**src/rtl/gpio_irq_pkg.sv**
```systemverilog
package gpio_irq_pkg;

  typedef enum logic [2:0] {
    REG_SENSE  = 3'd0,
    REG_BOTH   = 3'd1,
    REG_POL    = 3'd2,
    REG_ENABLE = 3'd3,
    REG_RAW    = 3'd4,
    REG_MASKED = 3'd5,
    REG_CLEAR  = 3'd6
  } reg_addr_e;

  // Edge qualifier: a change that matches the chosen direction, or any change
  function automatic logic edge_match(input logic both, input logic pol,
                                      input logic cur, input logic prev);
    logic changed;
    changed = cur ^ prev;
    return changed & (both | (cur == pol));
  endfunction

  // Level qualifier: pin sits at the active polarity
  function automatic logic level_match(input logic pol, input logic cur);
    return cur == pol;
  endfunction

endpackage

```
**src/rtl/gpio_pin_sync.sv**
```systemverilog
module gpio_pin_sync #(
  parameter int unsigned NPINS = 8,
  parameter logic [NPINS-1:0] PAD_PRESENT = '1
) (
  input  logic             clk,
  input  logic             rst_n,
  input  logic [NPINS-1:0] pins_in,
  output logic [NPINS-1:0] cur,
  output logic [NPINS-1:0] prev
);

  logic [NPINS-1:0] stage1;

  always_ff @(posedge clk) begin
    if (!rst_n) begin
      stage1 <= '0;
      cur    <= '0;
      prev   <= '0;
    end else begin
      stage1 <= pins_in & PAD_PRESENT;
      cur    <= stage1;
      prev   <= cur;
    end
  end


  // sync_order_chk
  sync_order_chk: assert property (@(posedge clk) disable iff (!rst_n)
    $past(rst_n) |-> (prev == $past(cur)));

endmodule

```
**src/rtl/gpio_cfg_regs.sv**
```systemverilog
module gpio_cfg_regs
  import gpio_irq_pkg::*;
#(
  parameter int unsigned NPINS = 8,
  parameter logic [NPINS-1:0] PAD_PRESENT = '1
) (
  input  logic             clk,
  input  logic             rst_n,
  input  logic             wr_en,
  input  logic [2:0]       addr,
  input  logic [NPINS-1:0] wr_data,
  output logic [NPINS-1:0] sense,
  output logic [NPINS-1:0] both,
  output logic [NPINS-1:0] pol,
  output logic [NPINS-1:0] enable,
  output logic [NPINS-1:0] clr
);

  logic [NPINS-1:0] wdata_q;
  assign wdata_q = wr_data & PAD_PRESENT;

  always_ff @(posedge clk) begin
    if (!rst_n) begin
      sense  <= '0;
      both   <= '0;
      pol    <= '0;
      enable <= '0;
    end else if (wr_en) begin
      case (reg_addr_e'(addr))
        REG_SENSE:  sense  <= wdata_q;
        REG_BOTH:   both   <= wdata_q;
        REG_POL:    pol    <= wdata_q;
        REG_ENABLE: enable <= wdata_q;
        default: ;
      endcase
    end
  end

  assign clr = (wr_en && reg_addr_e'(addr) == REG_CLEAR) ? wdata_q : '0;


  // absent_cfg_chk
  absent_cfg_chk: assert property (@(posedge clk) disable iff (!rst_n)
    ((sense | both | pol | enable) & ~PAD_PRESENT) == '0);

endmodule

```
**src/rtl/gpio_pin_event.sv**
```systemverilog
module gpio_pin_event
  import gpio_irq_pkg::*;
(
  input  logic clk,
  input  logic rst_n,
  input  logic sense,
  input  logic both,
  input  logic pol,
  input  logic cur,
  input  logic prev,
  input  logic clr,
  output logic edge_hit,
  output logic raw
);

  logic latch_q;
  logic lvl_hit;

  assign edge_hit = ~sense & edge_match(both, pol, cur, prev);
  assign lvl_hit  = level_match(pol, cur);

  always_ff @(posedge clk) begin
    if (!rst_n)      latch_q <= 1'b0;
    else if (sense)  latch_q <= 1'b0;
    else             latch_q <= (latch_q & ~clr) | edge_hit;
  end

  assign raw = sense ? lvl_hit : latch_q;


  // edge_set_chk
  edge_set_chk: assert property (@(posedge clk) disable iff (!rst_n)
    edge_hit |=> latch_q);


  // clear_take_chk
  clear_take_chk: assert property (@(posedge clk) disable iff (!rst_n)
    (clr && !edge_hit) |=> !latch_q);


  // no_spurious_chk
  no_spurious_chk: assert property (@(posedge clk) disable iff (!rst_n)
    $rose(latch_q) |-> $past(edge_hit));


  // level_track_chk
  level_track_chk: assert property (@(posedge clk) disable iff (!rst_n)
    sense |-> (raw == (cur == pol)));

endmodule

```
**src/rtl/gpio_irq_detect.sv**
```systemverilog
module gpio_irq_detect
  import gpio_irq_pkg::*;
#(
  parameter int unsigned NPINS = 8,
  parameter logic [NPINS-1:0] PAD_PRESENT = 8'hDF
) (
  input  logic             clk,
  input  logic             rst_n,
  input  logic [NPINS-1:0] pins_in,
  input  logic             wr_en,
  input  logic [2:0]       addr,
  input  logic [NPINS-1:0] wr_data,
  output logic [NPINS-1:0] rd_data,
  output logic             irq
);

  logic [NPINS-1:0] cur, prev;
  logic [NPINS-1:0] sense, both, pol, enable, clr;
  logic [NPINS-1:0] edge_hit, raw, masked;

  gpio_pin_sync #(.NPINS(NPINS), .PAD_PRESENT(PAD_PRESENT)) sync_i (
    .clk(clk), .rst_n(rst_n), .pins_in(pins_in), .cur(cur), .prev(prev)
  );

  gpio_cfg_regs #(.NPINS(NPINS), .PAD_PRESENT(PAD_PRESENT)) cfg_i (
    .clk(clk), .rst_n(rst_n), .wr_en(wr_en), .addr(addr), .wr_data(wr_data),
    .sense(sense), .both(both), .pol(pol), .enable(enable), .clr(clr)
  );

  for (genvar i = 0; i < NPINS; i++) begin : g_pin
    gpio_pin_event ev_i (
      .clk(clk), .rst_n(rst_n),
      .sense(sense[i]), .both(both[i]), .pol(pol[i]),
      .cur(cur[i]), .prev(prev[i]), .clr(clr[i]),
      .edge_hit(edge_hit[i]), .raw(raw[i])
    );
  end

  assign masked = raw & enable;
  assign irq    = |masked;

  always_comb begin
    case (reg_addr_e'(addr))
      REG_SENSE:  rd_data = sense;
      REG_BOTH:   rd_data = both;
      REG_POL:    rd_data = pol;
      REG_ENABLE: rd_data = enable;
      REG_RAW:    rd_data = raw;
      REG_MASKED: rd_data = masked;
      default:    rd_data = '0;
    endcase
  end


  // irq_source_chk
  irq_source_chk: assert property (@(posedge clk) disable iff (!rst_n)
    irq |-> ((raw & enable) != '0));

endmodule

```
**config.mk**
```make
export PLATFORM = sky130hd
export DESIGN_NAME = gpio_irq_detect
export DESIGN_NICKNAME = d
export VERILOG_FILES = /design/src/rtl/gpio_irq_pkg.sv /design/src/rtl/gpio_pin_sync.sv /design/src/rtl/gpio_cfg_regs.sv /design/src/rtl/gpio_pin_event.sv /design/src/rtl/gpio_irq_detect.sv
export SDC_FILE = /design/constraint.sdc
export NUM_CORES = 1
export LEC_CHECK = 0
export BUFFER_PORTS_ARGS = -buffer_cell sky130_fd_sc_hd__buf_2
export CAP_MARGIN = 10
export CORE_ASPECT_RATIO = 0.8
export CORE_MARGIN = 1
export CORE_UTILIZATION = 60
export CTS_CLUSTER_DIAMETER = 60
export DETAILED_ROUTE_END_ITERATION = 7
export PLACE_DENSITY = 0.78
export RECOVER_POWER = 50
export SLEW_MARGIN = 10
export SYNTH_ARGS = -nofsm -noshare
export SYNTH_HDL_FRONTEND = slang
export SYNTH_HIERARCHICAL = 1
export SYNTH_SLANG_ARGS = --single-unit
```
**constraint.sdc**
```tcl
create_clock -name clk -period 2.95 [get_ports clk]
set_input_delay 0.59 -clock clk [delete_from_list [all_inputs] [get_ports clk]]
set_output_delay 0.59 -clock clk [all_outputs]
set_load 0.05 [all_outputs]
```
==> out/metrics.yaml <==
quantity_of_gates_resized_following_cts: 0
grt_setup_unrepaired: "false"
vias_after_detailed_routing: 2214
period_share_pct: 90.1
clk_latency_ns: 0.34
worst_setup_path_start_kind: "register"
design.core.area_um2: 4680
timing.setup.tns_ns: 0
routedWlPerCell_um: 15.0
worstPathCellList: "xnor2_1, mux2_2, and2_1, a32o_1, a221o_1, buf_2"
drtAntennaViolNets: 0
globalRoute.totalOverflow: 0
detail_route.vias_per_cell: 5.63
critPathKind: "register to output port"
synthesis.area_um2: 3000
clock_tree.buffer_depth: 2
detail_route.iter0.violations: 115
fin_cells: 393
gate_count_post_synth: 308
fin_worst_skew_ns: 0.00546
dpl.hpwl_mm: 4.00
clock-root-buffer: "sky130_fd_sc_hd__clkbuf_8"
placementRows: 22
cts.hold.buffers_added: 0
timing.hold.worst.class: "register to register"
critical_path.slowest_cell: "sky130_fd_sc_hd__dfxtp_1"
flow.area_growth_from_synthesis_pct: 9.19
first_pass_grt_wire_length_mm: 9.77
numCtsBuffers: 9
drv_slew: 0
port_buffers: 28
endpoint_kind: "output port"
maximum_number_of_pins_on_one_net_before_global_route_repair: 35
initial_utilization_pct: 64.0
overall_track_demand_over_capacity_in_global_routing_pct: 25.1
pre_cts_ws_ns: 0.399
timing.critical_path.arrival_ns: 2.07
finalSetupViolCount: 0
ys_warnings: 6
tritoncts_num_sinks: 57
n_diodes: 0
status: "finished clean"
fin_area_um2: 3270
vdd.ir_drop.worst_mv: 0.393
antenna_found_initial: 0
cp_num_buf_inv: 1
max_cap_viols: 0
post-place-cells: 379
fmax_mhz: 376
fraction_of_layout_instances_using_a_drive_strength_above_1_pct: 23.7
placed_cell_area_um2: 3080
tightest_slew_ns: 1.24
max_stage_delay_ns: 0.43
timing.critical_path.max_delay_family: "compound AO/OA/AOI/OAI gates"
power-per-cell-area_nw_per_um2: 535
final_routed_wirelength_across_all_metal_layers_mm: 5.90
die_h_um: 65.2
r2r_slack_ns: 2.06
min_period_ns: 2.66
clock_tree_from_tritoncts: "yes"
first_global_vias: 2098
timing.slew.headroom_pct: 17.1
critical_path.max_fanout: 5
hold_ws_ns: 0.446
overall_die_area_um2: 5280
finalHoldViolations: 0
critical_path_required_ns: 2.36
cts_setup_buffers: 0
drcViolationCount: 0
top_level_ports: 31
gp_congestion: 0.822
cts_max_level: 3
final_critical_path_setup_slack_ns: 0.292
filler_cell_count: 363
synthesis.area_per_instance_um2: 9.73
clkSlewWorstSetupHoldPaths_ns: 0.06
floorplan.die.width_um: 81.0
detailedRoute.firstPassIterationCount: 4
finish.net_count: 352
cellLeakagePower_uw: 0.00142
==> state kept, by name, summed over array words and instances, names as in the netlist <==
name                cells
sync_i/prev             7
g_pin.ev_i/latch_q      8
cfg_i/enable            7
cfg_i/pol               7
cfg_i/sense             7
sync_i/stage1           7
cfg_i/both              7
sync_i/cur              7
==> worst register-to-register path: stages, from the launching register on <==
cell                      delay, ns
sky130_fd_sc_hd__dfxtp_1       0.36
sky130_fd_sc_hd__o21ba_1       0.20
sky130_fd_sc_hd__a22oi_2       0.13
sky130_fd_sc_hd__a21oi_1       0.08
==> path summary, 6_finish.rpt <==
kind                                from                                to  cells past startpoint
min          sync_i/stage1[2]$_SDFF_PN0_          sync_i/cur[2]$_SDFF_PN0_                      1
min reg2reg  sync_i/stage1[2]$_SDFF_PN0_          sync_i/cur[2]$_SDFF_PN0_                      1
max reg2reg    cfg_i/pol[6]$_SDFFE_PN0P_  g_pin[6].ev_i/latch_q$_SDFF_PP0_                      3
max            cfg_i/pol[4]$_SDFFE_PN0P_                        rd_data[4]                      6
==> layout make-up <==
| cell class | count | area [µm²] | share of cell area, % |
|---|---|---|---|
| inverters | 2 | 7.51 | 0.229 |
| clock inverters | 4 | 70.1 | 2.14 |
| multi-input cells | 230 | 1700 | 51.9 |
| well taps | 60 | 75.1 | 2.29 |
| repair buffers | 30 | 151 | 4.63 |
| flip-flops and latches | 57 | 1140 | 34.9 |
| clock buffers | 10 | 128 | 3.90 |
==> report_power, final <==
| part | internal, µW | leakage [µW] | total, µW | switching [µW] |
|---|---|---|---|---|
| Clock | 463 | 0.000102 | 750 | 287 |
| Sequential | 794 | 0.000464 | 813 | 18.3 |
| Combinational | 76.8 | 0.000855 | 186 | 110 |
==> layer usage <==
layer	track usage [%]	up-vias	share of wire, %
li1	-	1099	-
met1	32.3	1048	49
met2	38.2	54	45
met3	7.36	13	4.8
met4	12.1	0	2.0
met5	0	-	0
==> through the flow <==
stage | total power [µW] | util [%]
after floorplan | 979 | -
after global placement | 1010 | 65.8
after detailed placement | 1010 | 65.8
after CTS | 1770 | 70.0
after global routing | 1820 | 69.9
final | 1750 | 69.9
==> cells in the final DEF (no fill, tap or decap), types with 3 or more instances in the layout <==
master / count
sky130_fd_sc_hd__buf_2: 27
sky130_fd_sc_hd__mux2i_1: 36
sky130_fd_sc_hd__a221oi_1: 3
sky130_fd_sc_hd__a211oi_1: 3
sky130_fd_sc_hd__nor3_1: 4
sky130_fd_sc_hd__o21ba_1: 8
sky130_fd_sc_hd__a21oi_1: 14
sky130_fd_sc_hd__and2_1: 11
sky130_fd_sc_hd__xnor2_1: 8
sky130_fd_sc_hd__dfxtp_1: 57
sky130_fd_sc_hd__nand2_1: 36
sky130_fd_sc_hd__clkbuf_8: 9
sky130_fd_sc_hd__conb_1: 7
sky130_fd_sc_hd__nand2b_1: 26
sky130_fd_sc_hd__a22oi_2: 8
sky130_fd_sc_hd__a311o_1: 3
sky130_fd_sc_hd__nor2b_1: 9
sky130_fd_sc_hd__and2_2: 15
sky130_fd_sc_hd__a32oi_1: 3
sky130_fd_sc_hd__and2_0: 3
sky130_fd_sc_hd__mux2_2: 10
Note: power is estimated with default switching activity, not from simulation.
